**src/rtl/blit_align_pkg.sv**
```systemverilog
package blit_align_pkg;
  parameter int WORD_W    = 16;
  parameter int SKEW_W    = 4;
  parameter int CFG_W     = 8;
  parameter int HOLD_W    = 2 * WORD_W;
  parameter int EXTRA_BIT = 7;
  parameter int SUPP_BIT  = 6;
  parameter int NEED_W    = 2;

  parameter logic [CFG_W-1:0] CFG_KEEP =
    CFG_W'((1 << EXTRA_BIT) | (1 << SUPP_BIT) | ((1 << SKEW_W) - 1));

  typedef logic [WORD_W-1:0] word_t;
  typedef logic [HOLD_W-1:0] hold_t;
  typedef logic [SKEW_W-1:0] skew_t;
  typedef logic [NEED_W-1:0] need_t;

  typedef enum logic [1:0] {ST_IDLE, ST_FETCH, ST_EMIT} seq_state_t;

  // Push one word into the holding register in the given direction.
  function automatic hold_t hold_fill(hold_t cur, word_t w, logic neg);
    hold_t r;
    if (neg) r = {w, cur[HOLD_W-1:WORD_W]};
    else     r = {cur[WORD_W-1:0], w};
    return r;
  endfunction

  // Extract the aligned window.
  function automatic word_t align_window(hold_t cur, skew_t sk);
    hold_t sh;
    sh = cur >> sk;
    return sh[WORD_W-1:0];
  endfunction

  // Tail test: the skewed window still needs bits outside the last mask.
  function automatic logic tail_needs_fetch(skew_t sk, word_t mask);
    word_t ones;
    ones = '1;
    return (~(ones >> sk)) > mask;
  endfunction
endpackage

```
**src/rtl/blit_skew_cfg.sv**
```systemverilog
module blit_skew_cfg
  import blit_align_pkg::*;
(
  input  logic             clk,
  input  logic             rst,
  input  logic             wr,
  input  logic [CFG_W-1:0] wdata,
  output logic [CFG_W-1:0] q,
  output skew_t            skew,
  output logic             extra_en,
  output logic             supp_en
);
  logic [CFG_W-1:0] cfg_r;

  always_ff @(posedge clk) begin
    if (rst)     cfg_r <= '0;
    else if (wr) cfg_r <= wdata & CFG_KEEP;
  end

  assign q        = cfg_r;
  assign skew     = cfg_r[SKEW_W-1:0];
  assign extra_en = cfg_r[EXTRA_BIT];
  assign supp_en  = cfg_r[SUPP_BIT];
endmodule

```
**src/rtl/blit_fetch_plan.sv**
```systemverilog
module blit_fetch_plan
  import blit_align_pkg::*;
(
  input  logic  first,
  input  logic  last,
  input  logic  extra_en,
  input  logic  supp_en,
  input  skew_t skew,
  input  word_t last_mask,
  output need_t need
);
  logic tail_hit;

  assign tail_hit = tail_needs_fetch(skew, last_mask);

  always_comb begin
    if (first)                          need = extra_en ? need_t'(2) : need_t'(1);
    else if (last && supp_en && !tail_hit) need = need_t'(0);
    else                                need = need_t'(1);
  end
endmodule

```
**src/rtl/blit_hold_reg.sv**
```systemverilog
module blit_hold_reg
  import blit_align_pkg::*;
(
  input  logic  clk,
  input  logic  rst,
  input  logic  clear,
  input  logic  load,
  input  logic  shift_empty,
  input  logic  neg,
  input  word_t data,
  output hold_t hold
);
  hold_t hold_r;
  word_t fill_word;

  assign fill_word = load ? data : '0;

  always_ff @(posedge clk) begin
    if (rst || clear)             hold_r <= '0;
    else if (load || shift_empty) hold_r <= hold_fill(hold_r, fill_word, neg);
  end

  assign hold = hold_r;
endmodule

```
**src/rtl/blit_align_shifter.sv**
```systemverilog
module blit_align_shifter
  import blit_align_pkg::*;
(
  input  logic        clk,
  input  logic        rst,
  input  logic        blit_start,
  input  logic        cfg_wr,
  input  logic [7:0]  cfg_wdata,
  output logic [7:0]  cfg_q,
  input  logic        dir_neg,
  input  logic [15:0] last_mask,
  input  logic        step_req,
  input  logic        step_first,
  input  logic        step_last,
  output logic        busy,
  output logic        fetch_req,
  input  logic        src_valid,
  input  logic [15:0] src_data,
  output logic        out_valid,
  output logic [15:0] out_word
);
  seq_state_t state_q;
  need_t      pending_q;
  need_t      need_cnt;
  skew_t      skew;
  logic       extra_en, supp_en;
  hold_t      hold_q;
  logic       accept_ev, load_ev, skip_ev;

  blit_skew_cfg u_cfg (
    .clk(clk), .rst(rst), .wr(cfg_wr), .wdata(cfg_wdata),
    .q(cfg_q), .skew(skew), .extra_en(extra_en), .supp_en(supp_en)
  );

  blit_fetch_plan u_plan (
    .first(step_first), .last(step_last), .extra_en(extra_en),
    .supp_en(supp_en), .skew(skew), .last_mask(last_mask), .need(need_cnt)
  );

  // Named events used by the sequencer and by the checker.
  assign accept_ev = (state_q == ST_IDLE) && step_req && !blit_start;
  assign load_ev   = (state_q == ST_FETCH) && src_valid && !blit_start;
  assign skip_ev   = accept_ev && (need_cnt == '0);

  blit_hold_reg u_hold (
    .clk(clk), .rst(rst), .clear(blit_start), .load(load_ev),
    .shift_empty(skip_ev), .neg(dir_neg), .data(src_data), .hold(hold_q)
  );

  always_ff @(posedge clk) begin
    if (rst || blit_start) begin
      state_q   <= ST_IDLE;
      pending_q <= '0;
    end else begin
      unique case (state_q)
        ST_IDLE: if (accept_ev) begin
          pending_q <= need_cnt;
          state_q   <= (need_cnt == '0) ? ST_EMIT : ST_FETCH;
        end
        ST_FETCH: if (load_ev) begin
          pending_q <= need_t'(pending_q - need_t'(1));
          if (pending_q == need_t'(1)) state_q <= ST_EMIT;
        end
        ST_EMIT: state_q <= ST_IDLE;
        default: state_q <= ST_IDLE;
      endcase
    end
  end

  assign busy      = (state_q != ST_IDLE);
  assign fetch_req = (state_q == ST_FETCH);
  assign out_valid = (state_q == ST_EMIT);
  assign out_word  = align_window(hold_q, skew);
endmodule

```
**config.mk**
```make
export PLATFORM = sky130hd
export DESIGN_NAME = blit_align_shifter
export DESIGN_NICKNAME = d
export VERILOG_FILES = /design/src/rtl/blit_align_pkg.sv /design/src/rtl/blit_skew_cfg.sv /design/src/rtl/blit_fetch_plan.sv /design/src/rtl/blit_hold_reg.sv /design/src/rtl/blit_align_shifter.sv
export SDC_FILE = /design/constraint.sdc
export NUM_CORES = 1
export LEC_CHECK = 0
export ABC_AREA = 1
export BUFFER_PORTS_ARGS = -buffer_cell sky130_fd_sc_hd__buf_2
export CORE_ASPECT_RATIO = 2
export CORE_MARGIN = 2
export CORE_UTILIZATION = 48
export DETAILED_ROUTE_END_ITERATION = 6
export GPL_ROUTABILITY_DRIVEN = 0
export PLACE_DENSITY = 0.72
export SLEW_MARGIN = 5
export SYNTH_ARGS = -nofsm -noshare
export SYNTH_HDL_FRONTEND = slang
export SYNTH_SLANG_ARGS = --single-unit
```
**constraint.sdc**
```tcl
create_clock -name clk -period 4.2 [get_ports clk]
set_clock_uncertainty 0.2 [all_clocks]
set_input_delay 0.21 -clock clk [delete_from_list [all_inputs] [get_ports clk]]
set_output_delay 0.21 -clock clk [all_outputs]
set_load 0.1 [all_outputs]
```
# Word-level counts from Yosys, hierarchy flattened

Index checks and enable logic that the tools add are counted.

Memory bits (writable): 0
Latch bits: 0
Memories kept: 0
Register bits after elaboration: 42
Output and inout bits: 27
Memory bits (read-only): 0

Bitwise gates (word level): 1
Mux-type cells: 13
$mul: 0
Reduce and logical (&&, ||, !) cells: 17
Shift operators: 2
Div/mod/pow operators: 0
Order comparisons: 1
Add/sub/neg operators: 1
Equality and inequality tests: 6

Operators by type and width:

| cell                    | count |
|---|---|
| $mux W32                | 1 |
| $shr A32 B4 Y16         | 1 |
| $gt A16 B16 Y1          | 1 |
| $mux W16                | 1 |
| $mux W2                 | 8 |
| $not A16 Y16            | 1 |
| $shr A16 B4 Y16 const A | 1 |
| $pmux W2 S2             | 2 |
| $logic_and A1 B1 Y1     | 7 |
| $reduce_and A3 Y1       | 2 |
| $eq A2 B1 Y1 const B    | 2 |
| $logic_not A2 Y1        | 2 |
| $ne A2 B1 Y1 const B    | 2 |
| $reduce_bool A2 Y1      | 2 |
| $eq A2 B2 Y1 const B    | 1 |
| $logic_not A1 Y1        | 2 |
| $logic_or A1 B1 Y1      | 2 |
| $ne A2 B2 Y1 const B    | 1 |
| $sub A2 B1 Y2 const B   | 1 |
| $mux W1                 | 1 |

# Depth between registers and ports, before layout

Gate-level depths: netlist of run 1.

Word-level depth: 11
Mapped depth: 20
Mapped depth without buffers: 16

# Hierarchy

Synthesis of run 1 repeated with hierarchy kept, for this count alone.

Cell total of the unflattened synthesis: 769
Area total of the unflattened synthesis: 4046.4 um^2

By module, submodules not included:

| module             | cells an instance | instances | area each (um^2) |
|---|---|---|---|
| blit_hold_reg      | 328               | 1         | 1828.0 |
| blit_align_shifter | 300               | 1         | 1376.3 |
| blit_fetch_plan    | 94                | 1         | 530.5 |
| blit_skew_cfg      | 47                | 1         | 311.5 |

# Least setup slack after synthesis of run 1

No wires, ideal clock.

Path type: flip-flop to output port
From: register u_cfg.cfg_r[0], in the netlist u_cfg.q[0]
To: output out_word[12]
Buffers on the path: 3
Data arrival time: 3431 ps
Required time: 3790 ps
Stages on the path, launching flop included: 8
Slack: 359 ps
Cell sequence: dfxtp_1 buf_2 buf_6 buf_2 nand2_1 o21ai_0 nand3_1 a32oi_1

Cells in the longest elaborated chain, start to end: 1

RTL lines:

| item                   | line                     | RTL |
|---|---|---|
| start, declared        | blit_skew_cfg.sv:13      | `logic [CFG_W-1:0] cfg_r;` |
| start signal, assigned | blit_skew_cfg.sv:17      | `else if (wr) cfg_r <= wdata & CFG_KEEP;` |
| $shr A32 B4 Y16        | blit_align_pkg.sv:31     | `sh = cur >> sk;` |
| end, declared          | blit_align_shifter.sv:20 | `output logic [15:0] out_word` |

Every way passes these cells.

# Worst setup path in the final report of run 1

From: register u_cfg.cfg_r[3], in the netlist u_cfg.q[3]
To: register u_hold.hold_r[7], in the netlist u_hold.hold[7]

Cells in the longest elaborated chain, start to end: 10

RTL lines:

| item                 | line                     | RTL |
|---|---|---|
| $shr A16 B4 Y16      | blit_align_pkg.sv:39     | `return (~(ones >> sk)) > mask;` |
| $not A16 Y16         | blit_align_pkg.sv:39     |  |
| $gt A16 B16 Y1       | blit_align_pkg.sv:39     |  |
| $logic_not A1 Y1     | blit_fetch_plan.sv:18    | `else if (last && supp_en && !tail_hit) need = need_t'(0);` |
| $logic_and A1 B1 Y1  | blit_fetch_plan.sv:18    |  |
| $mux W1              | blit_fetch_plan.sv:18    |  |
| $mux W2              | blit_fetch_plan.sv:17    | `if (first) need = extra_en ? need_t'(2) : need_t'(1);` |
| $logic_not A2 Y1     | blit_align_shifter.sv:43 | `assign skip_ev = accept_ev && (need_cnt == '0);` |
| $logic_and A1 B1 Y1  | blit_align_shifter.sv:43 |  |
| $logic_or A1 B1 Y1   | blit_hold_reg.sv:20      | `else if (load \|\| shift_empty) hold_r <= hold_fill(hold_r, fill_word, neg);` |
| end signal, assigned | blit_hold_reg.sv:20      |  |
| end, declared        | blit_hold_reg.sv:13      | `hold_t hold_r;` |

Every way passes these cells.
A chain may end at the register's enable or synchronous reset.

==> results of run 1 <==
[placed cells by master, fill, tap and decap left out, drive strengths merged, types with 8 or more instances in the layout]
cell	count
a21oi	49
buf	80
dfxtp	42
ha	16
inv	86
nand2	180
nand3	46
nor2	73
o211ai	8
o21ai	86
[through the flow]
stage	setup WS, ns	cell area [sq um]
floorplan	0.359	4100
global placement	0.946	4350
detailed placement	0.918	4350
CTS	0.895	4610
global route	0.572	4610
finish	0.859	4610
[logic make-up (layout without fill, tap and decap cells)]
kind of cell,count (synthesis),in the layout
adder cells (fa/ha/maj),16,16
multiplexers,7,7
other,1,2
flip-flops,42,42
AND/OR/NAND/NOR,308,308
AO/OA/AOI/OAI,158,158
buffers and inverters,134,183
[state kept, by name (all words and copies together), names as in the netlist]
| name | cells |
|---|---|
| u_hold.hold | 32 |
| pending_q | 2 |
| state_q | 2 |
| u_cfg.q | 6 |
[worst max-delay path, delay by kind of cell (launching register included)]
kind | cells | cell delay [ns]
flip-flops | 1 | 0.34
adder cells (fa/ha/maj) | 1 | 0.34
AND/OR/NAND/NOR | 11 | 1.71
buffers and inverters | 1 | 0.60
[worst paths after layout]
kind / from / end / slack (ns)
max: u_cfg.q[3]$_SDFFE_PP0P_ / u_hold.hold[7]$_SDFFE_PP0P_ / 0.86
min: cfg_wdata[1] / u_cfg.q[1]$_SDFFE_PP0P_ / -0.004
max reg2reg: u_cfg.q[3]$_SDFFE_PP0P_ / u_hold.hold[7]$_SDFFE_PP0P_ / 0.86
min reg2reg: pending_q[1]$_SDFFE_PP0P_ / pending_q[1]$_SDFFE_PP0P_ / 0.27
[layer usage]
metal,global-route usage,up-vias,share of wire
li1,-,2231,-
met1,0.239,1966,0.38
met2,0.443,126,0.52
met3,0.0269,41,0.039
met4,0.164,0,0.059
met5,0,-,0
[power by group]
group / internal, uW / total [uW] / switching (uW)
registers: 406 / 411 / 5.27
logic: 93.1 / 390 / 297
clock network: 357 / 523 / 166
[cell type report]
type,instances,area [sq um],area share
clock buffers,6,139,0.0301
multi-input cells,491,2630,0.570
flip-flops and latches,42,841,0.182
repair buffers,87,493,0.107
well taps,98,123,0.0266
clock inverters,2,60.1,0.0130
inverters,88,330,0.0716
[what timing repair did]
item                      4_1_cts  5_1_grt
gates resized for setup         0        0
setup buffers                   0        0
hold endpoints to repair        4        0
hold buffers                    7        0
==> results.rst, run 1 <==
.. list-table::
   :header-rows: 1

   * - Metric
     - Value
   * - Clock slew at reported path FFs
     - 0.06 ns
   * - Synth Area per Inst
     - 6.16 sq um
   * - # fillers
     - 865
   * - Standard-cell row count
     - 47
   * - Vertical die dimension
     - 135 um
   * - Fraction of registers with async set/reset
     - 0
   * - Layout cell share with drive strength beyond 1
     - 0.201
   * - Adder-cell share of the synthesized area
     - 0.0488
   * - Violation count after the first detailed-routing iteration
     - 252
   * - Synthesized instance count
     - 666
   * - Count of flip-flops with a built-in enable after synthesis
     - 0
   * - Max Clk Rate
     - 299 MHz
   * - Post-synth cell types
     - 40
   * - Depth of the worst hold-timing path
     - 3
   * - Wire length per cell
     - 13.6 um
   * - Crit Path Category
     - register to register
   * - P&R area growth vs syn
     - 12.5%
   * - Power after layout
     - 1320 uW
   * - Remaining Overflow, GRT
     - 0
   * - Clock Root Buffer
     - clkbuf_16
   * - Number of optimization iterations in the first detailed-route pass
     - 4
   * - Cell with the largest stage delay on the worst path
     - nor2_1
   * - Largest vdd supply drop
     - 0.275 mV
   * - Antenna cell count
     - 0
   * - Final std cells w/o fill
     - 814
   * - Sinks on the clock net
     - 42
   * - Input/output buffers
     - 71
   * - Setup repair after global routing missed its margin
     - no
   * - Measured slew at the worst slew-check pin
     - 1.00 ns
   * - CP Launch Type
     - register
   * - Top post-synthesis cells by area
     - dfxtp_1 (21%), nand2_1 (16%), o21ai_0 (10%)
   * - Cells along the critical path
     - nor2_1 -> nand2_1 -> ha_1 -> nand2_2 -> nor3_2 -> nand2_1 -> nand2_1 -> nand2_2 -> nand3_4 -> buf_4 -> nand3_1 -> nand2_1 -> nor2_1
   * - Slowest cell delay on critical path
     - 0.61 ns
   * - First-pass GRT wire length
     - 18200 um
   * - Required time of the critical path
     - 4.17 ns
   * - Rel. slew slack
     - 0.331
   * - TritonCTS Buffers
     - 5
   * - Period minus WS final
     - 3.34 ns
   * - Share of the core filled with cells
     - 0.557
   * - Number of placed instances with taps included
     - 799
   * - Worst Setup End Kind
     - register
   * - Antenna violations before repair
     - 0
   * - Number of setup violations in the final report
     - 0
   * - IO Pins
     - 76
   * - Via count of the first global-routing pass
     - 4220
   * - CTS HTree Levels
     - 2
   * - Global-route total usage across every layer
     - 0.237
   * - Power density normalized to cell area
     - 287 nW/um^2
   * - Seq/Total Area, Yosys
     - 0.205
   * - Maximum number of pins on one net before global-route repair
     - 67
   * - FF-to-FF path depth
     - 13
   * - Number of nets still failing antenna checks after routing
     - 0
   * - Synth top cells by count
     - nand2_1 (176), o21ai_0 (82), inv_1 (81)
   * - Buffers from clock root to sink, at most
     - 2
   * - Dominant combinational cell family by area after synthesis
     - simple AND/OR/NAND/NOR gates
   * - Fraction of post-synthesis cell area in the top cell type by area
     - 0.205
   * - Total via count in the routed design
     - 4364
   * - Post-synthesis cell area
     - 4100 sq um
   * - Clock tree from TritonCTS
     - yes
   * - Fin. max-slew vios
     - 0
   * - Outcome
     - finished with violations
   * - Synth warn
     - 0
   * - Critical path peak fanout
     - 64
   * - Synth Area in Simple Gates
     - 0.363
   * - Maxcap violations
     - 0
   * - Number of nets at the end of the flow
     - 780
   * - Final hold slack
     - -0.00413 ns
   * - Area of the placeable core
     - 8290 sq um
   * - Cell repeated most along the worst path
     - nand2_1
   * - Detailed-route wire length
     - 11100 um
   * - Crit share post-route
     - 0.795
   * - Effective utilization at floorplan
     - 0.494
   * - Endpoints failing hold
     - 1
   * - Average via count per standard cell
     - 5.36
   * - Die X
     - 69.4 um
   * - Multiplexer fraction of the synthesized cell area
     - 0.0171
   * - Most frequent cell after synthesis
     - nand2_1
   * - CP Data Arrival Time
     - 3.32 ns
   * - Failing checks
     - negative hold slack
   * - Area enclosed by the die boundary
     - 9340 sq um
   * - HP Class
     - input port to register
   * - Xor/xnor share of the synthesized area
     - 0
   * - Post-synthesis register bit count
     - 42
   * - Compound-cell area share of the yosys netlist
     - 0.210
   * - Total negative slack for setup checks
     - 0 ns
   * - Clock insertion delay at the later pin of the skew report
     - 0.29 ns
   * - Leading register cell type out of synthesis
     - dfxtp_1
   * - Static Leakage
     - 0.00247 uW
   * - Residual DRC
     - 0
   * - Detailed-placement wirelength estimate
     - 8390 um
   * - Cell taking the most area after synthesis
     - dfxtp_1
No activity file was read; power rests on OpenSTA's default activity.
==> run 2, diff against run 1 <==
--- a/config.mk
+++ b/config.mk
@@ -12,7 +12,7 @@
 export CORE_UTILIZATION = 48
 export DETAILED_ROUTE_END_ITERATION = 6
 export GPL_ROUTABILITY_DRIVEN = 0
-export PLACE_DENSITY = 0.72
+export PLACE_DENSITY = 0.75
 export SLEW_MARGIN = 5
 export SYNTH_ARGS = -nofsm -noshare
 export SYNTH_HDL_FRONTEND = slang
==> constraint.sdc (replaced) <==
create_clock -name clk -period 2.65 [get_ports clk]
set_clock_uncertainty 0.2 [all_clocks]
set_input_delay 0.1325 -clock clk [delete_from_list [all_inputs] [get_ports clk]]
set_output_delay 0.1325 -clock clk [all_outputs]
set_load 0.1 [all_outputs]
==> results.rst, run 2 (same netlist as run 1, synthesis figures left out) <==
.. list-table::
   :header-rows: 1

   * - Metric
     - Value
   * - Met1 Use GR
     - 0.242
   * - Reg power frac
     - 0.298
   * - Power after layout
     - 2200 uW
   * - Max reg flops
     - 32
   * - Commonest non-fill, non-tap cell in the layout
     - nand2_1
   * - Effective utilization at floorplan
     - 0.494
   * - Area enclosed by the die boundary
     - 9340 sq um
   * - Post-Place Worst Slack
     - 0.141 ns
   * - Sinks on the clock net
     - 42
   * - Maximum number of pins on one net before global-route repair
     - 59
   * - Input/output buffers
     - 71
   * - Most used cells in the layout excluding fill and tap cells
     - nand2_1 (175), inv_1 (77), o21ai_0 (75)
   * - Die X
     - 69.4 um
   * - Outcome
     - finished clean
   * - Via count of the first global-routing pass
     - 4312
   * - IO Pins
     - 76
   * - Clk network pwr share
     - 0.369
   * - Detailed-placement wirelength estimate
     - 8920 um
   * - HP Class
     - input port to register
   * - Maxcap violations
     - 0
   * - Cell area after placement
     - 4730 sq um
   * - Largest vdd supply drop
     - 0.467 mV
   * - Vertical die dimension
     - 135 um
   * - Cell with the largest stage delay on the worst path
     - dfxtp_4
   * - Worst path buffer plus inverter count
     - 2
   * - Detailed-route wire length
     - 11600 um
   * - Clock Root Buffer
     - clkbuf_16
   * - Max Clk Rate
     - 390 MHz
   * - Residual DRC
     - 0
   * - Violation count after the first detailed-routing iteration
     - 174
   * - Comb pwr share
     - 0.333
   * - Total via count in the routed design
     - 4519
   * - Average via count per standard cell
     - 5.45
   * - CP Data Arrival Time
     - 2.54 ns
   * - Measured slew at the worst slew-check pin
     - 0.882 ns
   * - Area of the placeable core
     - 8290 sq um
   * - # fillers
     - 748
   * - Wire length per cell
     - 14.0 um
   * - Layer with the highest usage
     - met2
   * - Worst Setup End Kind
     - register
   * - Antenna violations before repair
     - 0
   * - Cells along the critical path
     - nor2_1 -> buf_4 -> nand2_1 -> ha_1 -> a21oi_1 -> o21ai_0 -> a21oi_2 -> nand2_1 -> nand2_2 -> nand3_4 -> clkbuf_16 -> a21oi_1 -> nor2_1
   * - Global-route total usage across every layer
     - 0.244
   * - Switching power
     - 781 uW
   * - Slowest cell delay on critical path
     - 0.37 ns
   * - CTS HTree Levels
     - 2
   * - Endpoints failing hold
     - 0
   * - Period minus WS final
     - 2.56 ns
   * - Number of setup violations in the final report
     - 0
   * - Clock slew at reported path FFs
     - 0.07 ns
   * - TritonCTS Buffers
     - 5
   * - Register area
     - 856 sq um
   * - Fin. max-slew vios
     - 0
   * - Power density normalized to cell area
     - 431 nW/um^2
   * - Share of the core filled with cells
     - 0.615
   * - Buffers from clock root to sink, at most
     - 2
   * - GR Util met3
     - 0.0284
   * - Critical path peak fanout
     - 23
   * - First-pass GRT wire length
     - 18800 um
   * - Final hold slack
     - 0.0131 ns
   * - Required time of the critical path
     - 2.63 ns
   * - Number of nets at the end of the flow
     - 795
   * - Layout cell share with drive strength beyond 1
     - 0.242
   * - Worst setup margin
     - 0.0879 ns
   * - P&R area growth vs syn
     - 24.4%
   * - Met2 demand-to-capacity share in global routing
     - 0.449
   * - Final std cell area, no fill
     - 5100 sq um
   * - Antenna cell count
     - 0
   * - Number of optimization iterations in the first detailed-route pass
     - 5
   * - Static Leakage
     - 0.00264 uW
   * - Remaining Overflow, GRT
     - 0
   * - Clock insertion delay at the later pin of the skew report
     - 0.30 ns
   * - Crit Path Category
     - register to register
   * - CP Launch Type
     - register
   * - Internal power component
     - 1420 uW
   * - Switch share
     - 0.355
   * - Crit share post-route
     - 0.967
   * - Rel. slew slack
     - 0.412
   * - Crit path max-delay family
     - compound AO/OA/AOI/OAI gates
   * - Clock tree from TritonCTS
     - yes
   * - Area used by multi-input combinational logic
     - 2700 sq um
   * - Standard-cell row count
     - 47
   * - Number of nets still failing antenna checks after routing
     - 0
-- run 2: changes by cell type in the layout (fill, tap and decap cells not counted), sizes merged --
cell / previous run / this run
inv: 86 / 87
buf: 80 / 89
clkbuf: 6 / 7
dlygate4sd3: 7 / 11
-- run 2: power by group through the flow --
stage	clock network (uW)	logic, uW	registers [uW]
after floorplan	0	489	694
after detailed placement	0	706	669
after CTS	818	721	655
final	810	732	656
after global routing	848	776	657
after global placement	0	694	668
-- run 2: final cells by class --
class | count | share of cell area
multi-input combinational | 491 | 0.530
timing repair buffer | 102 | 0.175
sequential | 42 | 0.168
inverter | 88 | 0.0652
clock buffer | 5 | 0.0245
tap | 98 | 0.0240
clock inverter | 3 | 0.0135
-- run 2: per-layer routing --
layer / wire, um / share of wire
met1: 4260 / 0.37
met5: 0 / 0
met4: 935 / 0.080
met3: 440 / 0.038
met2: 5990 / 0.52
-- run 2: what timing repair did --
item                                    CTS  global route
setup buffers                             0             0
endpoints found under the setup margin    8            21
endpoints found under the hold margin     6             0
resized for setup                         1            12
hold buffers                             11             0
cloned                                    0             1
-- run 2: per-stage QoR --
step	instances	TNS, ns
after floorplan	667	-1.37
after global placement	809	0
after detailed placement	809	0
after CTS	828	0
after global routing	829	-0.217
final	829	0
-- run 2: final timing paths --
check | slack (ns) | cells past startpoint | to | from
min reg2reg | 0.28 | 2 | pending_q[1]$_SDFFE_PP0P_ | pending_q[1]$_SDFFE_PP0P_
max reg2reg | 0.09 | 13 | u_hold.hold[3]$_SDFFE_PP0P_ | u_cfg.q[2]$_SDFFE_PP0P_
min | 0.01 | 4 | pending_q[0]$_SDFFE_PP0P_ | step_first
max | 0.09 | 13 | u_hold.hold[3]$_SDFFE_PP0P_ | u_cfg.q[2]$_SDFFE_PP0P_
-- run 2: tightest hold or removal path: cells and delay by family --
kind | cells | cell delay [ns]
AO/OA/AOI/OAI | 1 | 0.06
buffers and inverters | 1 | 0.09
AND/OR/NAND/NOR | 2 | 0.17
==> run 3, diff against run 2 <==
--- a/config.mk
+++ b/config.mk
@@ -7,7 +7,6 @@
 export LEC_CHECK = 0
 export ABC_AREA = 1
 export BUFFER_PORTS_ARGS = -buffer_cell sky130_fd_sc_hd__buf_2
-export CORE_ASPECT_RATIO = 2
 export CORE_MARGIN = 2
 export CORE_UTILIZATION = 48
 export DETAILED_ROUTE_END_ITERATION = 6
==> results.rst, run 3 (same netlist as run 1, synthesis figures left out) <==
.. list-table::
   :header-rows: 1

   * - Metric
     - Value
   * - Outcome
     - finished clean
   * - Static Leakage
     - 0.00254 uW
   * - Remaining Overflow, GRT
     - 0
   * - R2r setup slk
     - 0.15 ns
   * - Effective utilization at floorplan
     - 0.497
   * - Worst Setup End Kind
     - output port
   * - Power after layout
     - 1760 uW
   * - Commonest non-fill, non-tap cell in the layout
     - nand2_1
   * - Antenna violations before repair
     - 0
   * - Capture instance of the worst register-to-register path
     - u_hold.hold[1]$_SDFFE_PP0P_
   * - Detailed-route wire length
     - 10700 um
   * - IO Pins
     - 76
   * - Met1 Use GR
     - 0.326
   * - Cell with the largest stage delay on the worst path
     - dfxtp_4
   * - Crit share post-route
     - 0.959
   * - Sinks on the clock net
     - 42
   * - Clock Root Buffer
     - clkbuf_8
   * - Fin. max-slew vios
     - 0
   * - Input/output buffers
     - 71
   * - Maximum number of pins on one net before global-route repair
     - 59
   * - Required time of the critical path
     - 2.32 ns
   * - P&R area growth vs syn
     - 20.4%
   * - Average via count per standard cell
     - 5.35
   * - Post-Place Worst Slack
     - 0.175 ns
   * - Largest vdd supply drop
     - 0.159 mV
   * - Final std cells w/o fill
     - 828
   * - Worst path buffer plus inverter count
     - 2
   * - Measured slew at the worst slew-check pin
     - 0.879 ns
   * - Crit path max-delay family
     - compound AO/OA/AOI/OAI gates
   * - Worst setup margin
     - 0.107 ns
   * - # fillers
     - 804
   * - CTS HTree Levels
     - 2
   * - Antenna cell count
     - 0
   * - Vertical die dimension
     - 96.4 um
   * - Endpoints failing hold
     - 0
   * - FF-to-FF path depth
     - 15
   * - Crit Path Category
     - register to output port
   * - Number of nets at the end of the flow
     - 788
   * - Detailed-placement wirelength estimate
     - 7950 um
   * - GR Util met3
     - 0.0365
   * - Setup repair after global routing missed its margin
     - no
   * - Area enclosed by the die boundary
     - 9300 sq um
   * - CP Launch Type
     - register
   * - Clock slew at reported path FFs
     - 0.07 ns
   * - Standard-cell row count
     - 33
   * - Worst hold path startpoint
     - cfg_wr
   * - CP Data Arrival Time
     - 2.21 ns
   * - Met2 demand-to-capacity share in global routing
     - 0.383
   * - Number of optimization iterations in the first detailed-route pass
     - 6
   * - Number of nets still failing antenna checks after routing
     - 0
   * - Start point of the critical path
     - u_cfg.q[0]$_SDFFE_PP0P_
   * - Clock tree from TritonCTS
     - yes
   * - Critical path peak fanout
     - 58
   * - Slowest cell delay on critical path
     - 0.38 ns
   * - Violation count after the first detailed-routing iteration
     - 340
   * - Layer with the highest usage
     - met2
   * - Clock insertion delay at the later pin of the skew report
     - 0.29 ns
   * - Number of setup violations in the final report
     - 0
   * - Die X
     - 96.4 um
   * - Wire length per cell
     - 12.9 um
   * - TritonCTS Buffers
     - 5
   * - Max reg flops
     - 32
   * - Residual DRC
     - 0
   * - Share of the core filled with cells
     - 0.598
   * - Global-route total usage across every layer
     - 0.238
   * - Layout cell share with drive strength beyond 1
     - 0.231
   * - Maxcap violations
     - 0
   * - Rel. slew slack
     - 0.413
   * - Cells along the critical path
     - buf_12 -> o21ai_0 -> nand2_1 -> o21ai_1 -> nand2_1 -> o21ai_1 -> nor2_1 -> a31oi_2 -> buf_12
   * - Total via count in the routed design
     - 4427
   * - Number of cells on the critical path
     - 9
   * - Period minus WS final
     - 2.54 ns
   * - R2R Path Start
     - u_cfg.q[2]$_SDFFE_PP0P_
   * - Power density normalized to cell area
     - 356 nW/um^2
   * - Via count of the first global-routing pass
     - 3889
   * - Most used cells in the layout excluding fill and tap cells
     - nand2_1 (175), inv_1 (78), o21ai_0 (76)
   * - Area of the placeable core
     - 8260 sq um
   * - Max Clk Rate
     - 393 MHz
   * - Termination of the worst setup path
     - out_word[13]
   * - First-pass GRT wire length
     - 17800 um
   * - HP Class
     - input port to register
   * - Buffers from clock root to sink, at most
     - 2
   * - Number of placed instances with taps included
     - 810
run 3: changes by cell type in the layout (fill, tap and decap cells not counted), sizes merged:
cell    before  now
clkbuf       7    8
buf         89   83
inv         87   86
bufinv       2    0
run 3: metal layers:
| metal | share of wire | vias up | wire length (um) |
|---|---|---|---|
| li1 | - | 2250 | - |
| met1 | 0.45 | 1985 | 4830 |
| met2 | 0.46 | 171 | 4900 |
| met3 | 0.070 | 21 | 744 |
| met4 | 0.019 | 0 | 207 |
| met5 | 0 | - | 0 |
run 3: worst min path at each step:
stage                                   end  slack, ns  cells past startpoint
detailed placement  u_cfg.q[7]$_SDFFE_PP0P_       0.19                      3
floorplan           u_cfg.q[6]$_SDFFE_PP0P_       0.07                      2
global placement    u_cfg.q[7]$_SDFFE_PP0P_       0.19                      3
CTS                 u_cfg.q[3]$_SDFFE_PP0P_       0.03                      3
finish              u_cfg.q[0]$_SDFFE_PP0P_       0.05                      3
global route        u_cfg.q[3]$_SDFFE_PP0P_       0.06                      3
run 3: final cells by class:
type / instances / area, sq um / area share
Tap cell: 105 / 131 / 0.0266
Inverter: 88 / 332 / 0.0672
Multi-Input combinational cell: 491 / 2700 / 0.547
Sequential cell: 42 / 856 / 0.173
Clock buffer: 7 / 76.3 / 0.0155
Timing Repair Buffer: 95 / 841 / 0.170
run 3: tightest hold or removal path: cells and delay by family:
kind | cells | cell delay [ns]
buf+inv | 2 | 0.27
compound gates | 1 | 0.09
run 3: stage by stage:
step | TNS [ns] | hold WS (ns) | area (sq um)
detailed placement | 0 | 0.194 | 4740
finish | 0 | 0.0521 | 4940
global placement | 0 | 0.187 | 4740
CTS | 0 | 0.0274 | 4920
floorplan | -1.37 | 0.0730 | 4240
global route | 0 | 0.0589 | 4940
run 3: where the power goes:
group | leakage, uW | switching (uW) | internal, uW
clock | 0.0000383 | 208 | 182
combinational | 0.00216 | 485 | 226
sequential | 0.000342 | 16.7 | 641
total | 0.00254 | 710 | 1050
run 3: repair_timing:
action                                  CTS  global route
endpoints found under the setup margin    0            33
setup buffers                             0             0
hold buffers                             11             0
hold endpoints to repair                  7             0
gates resized for setup                   0             5
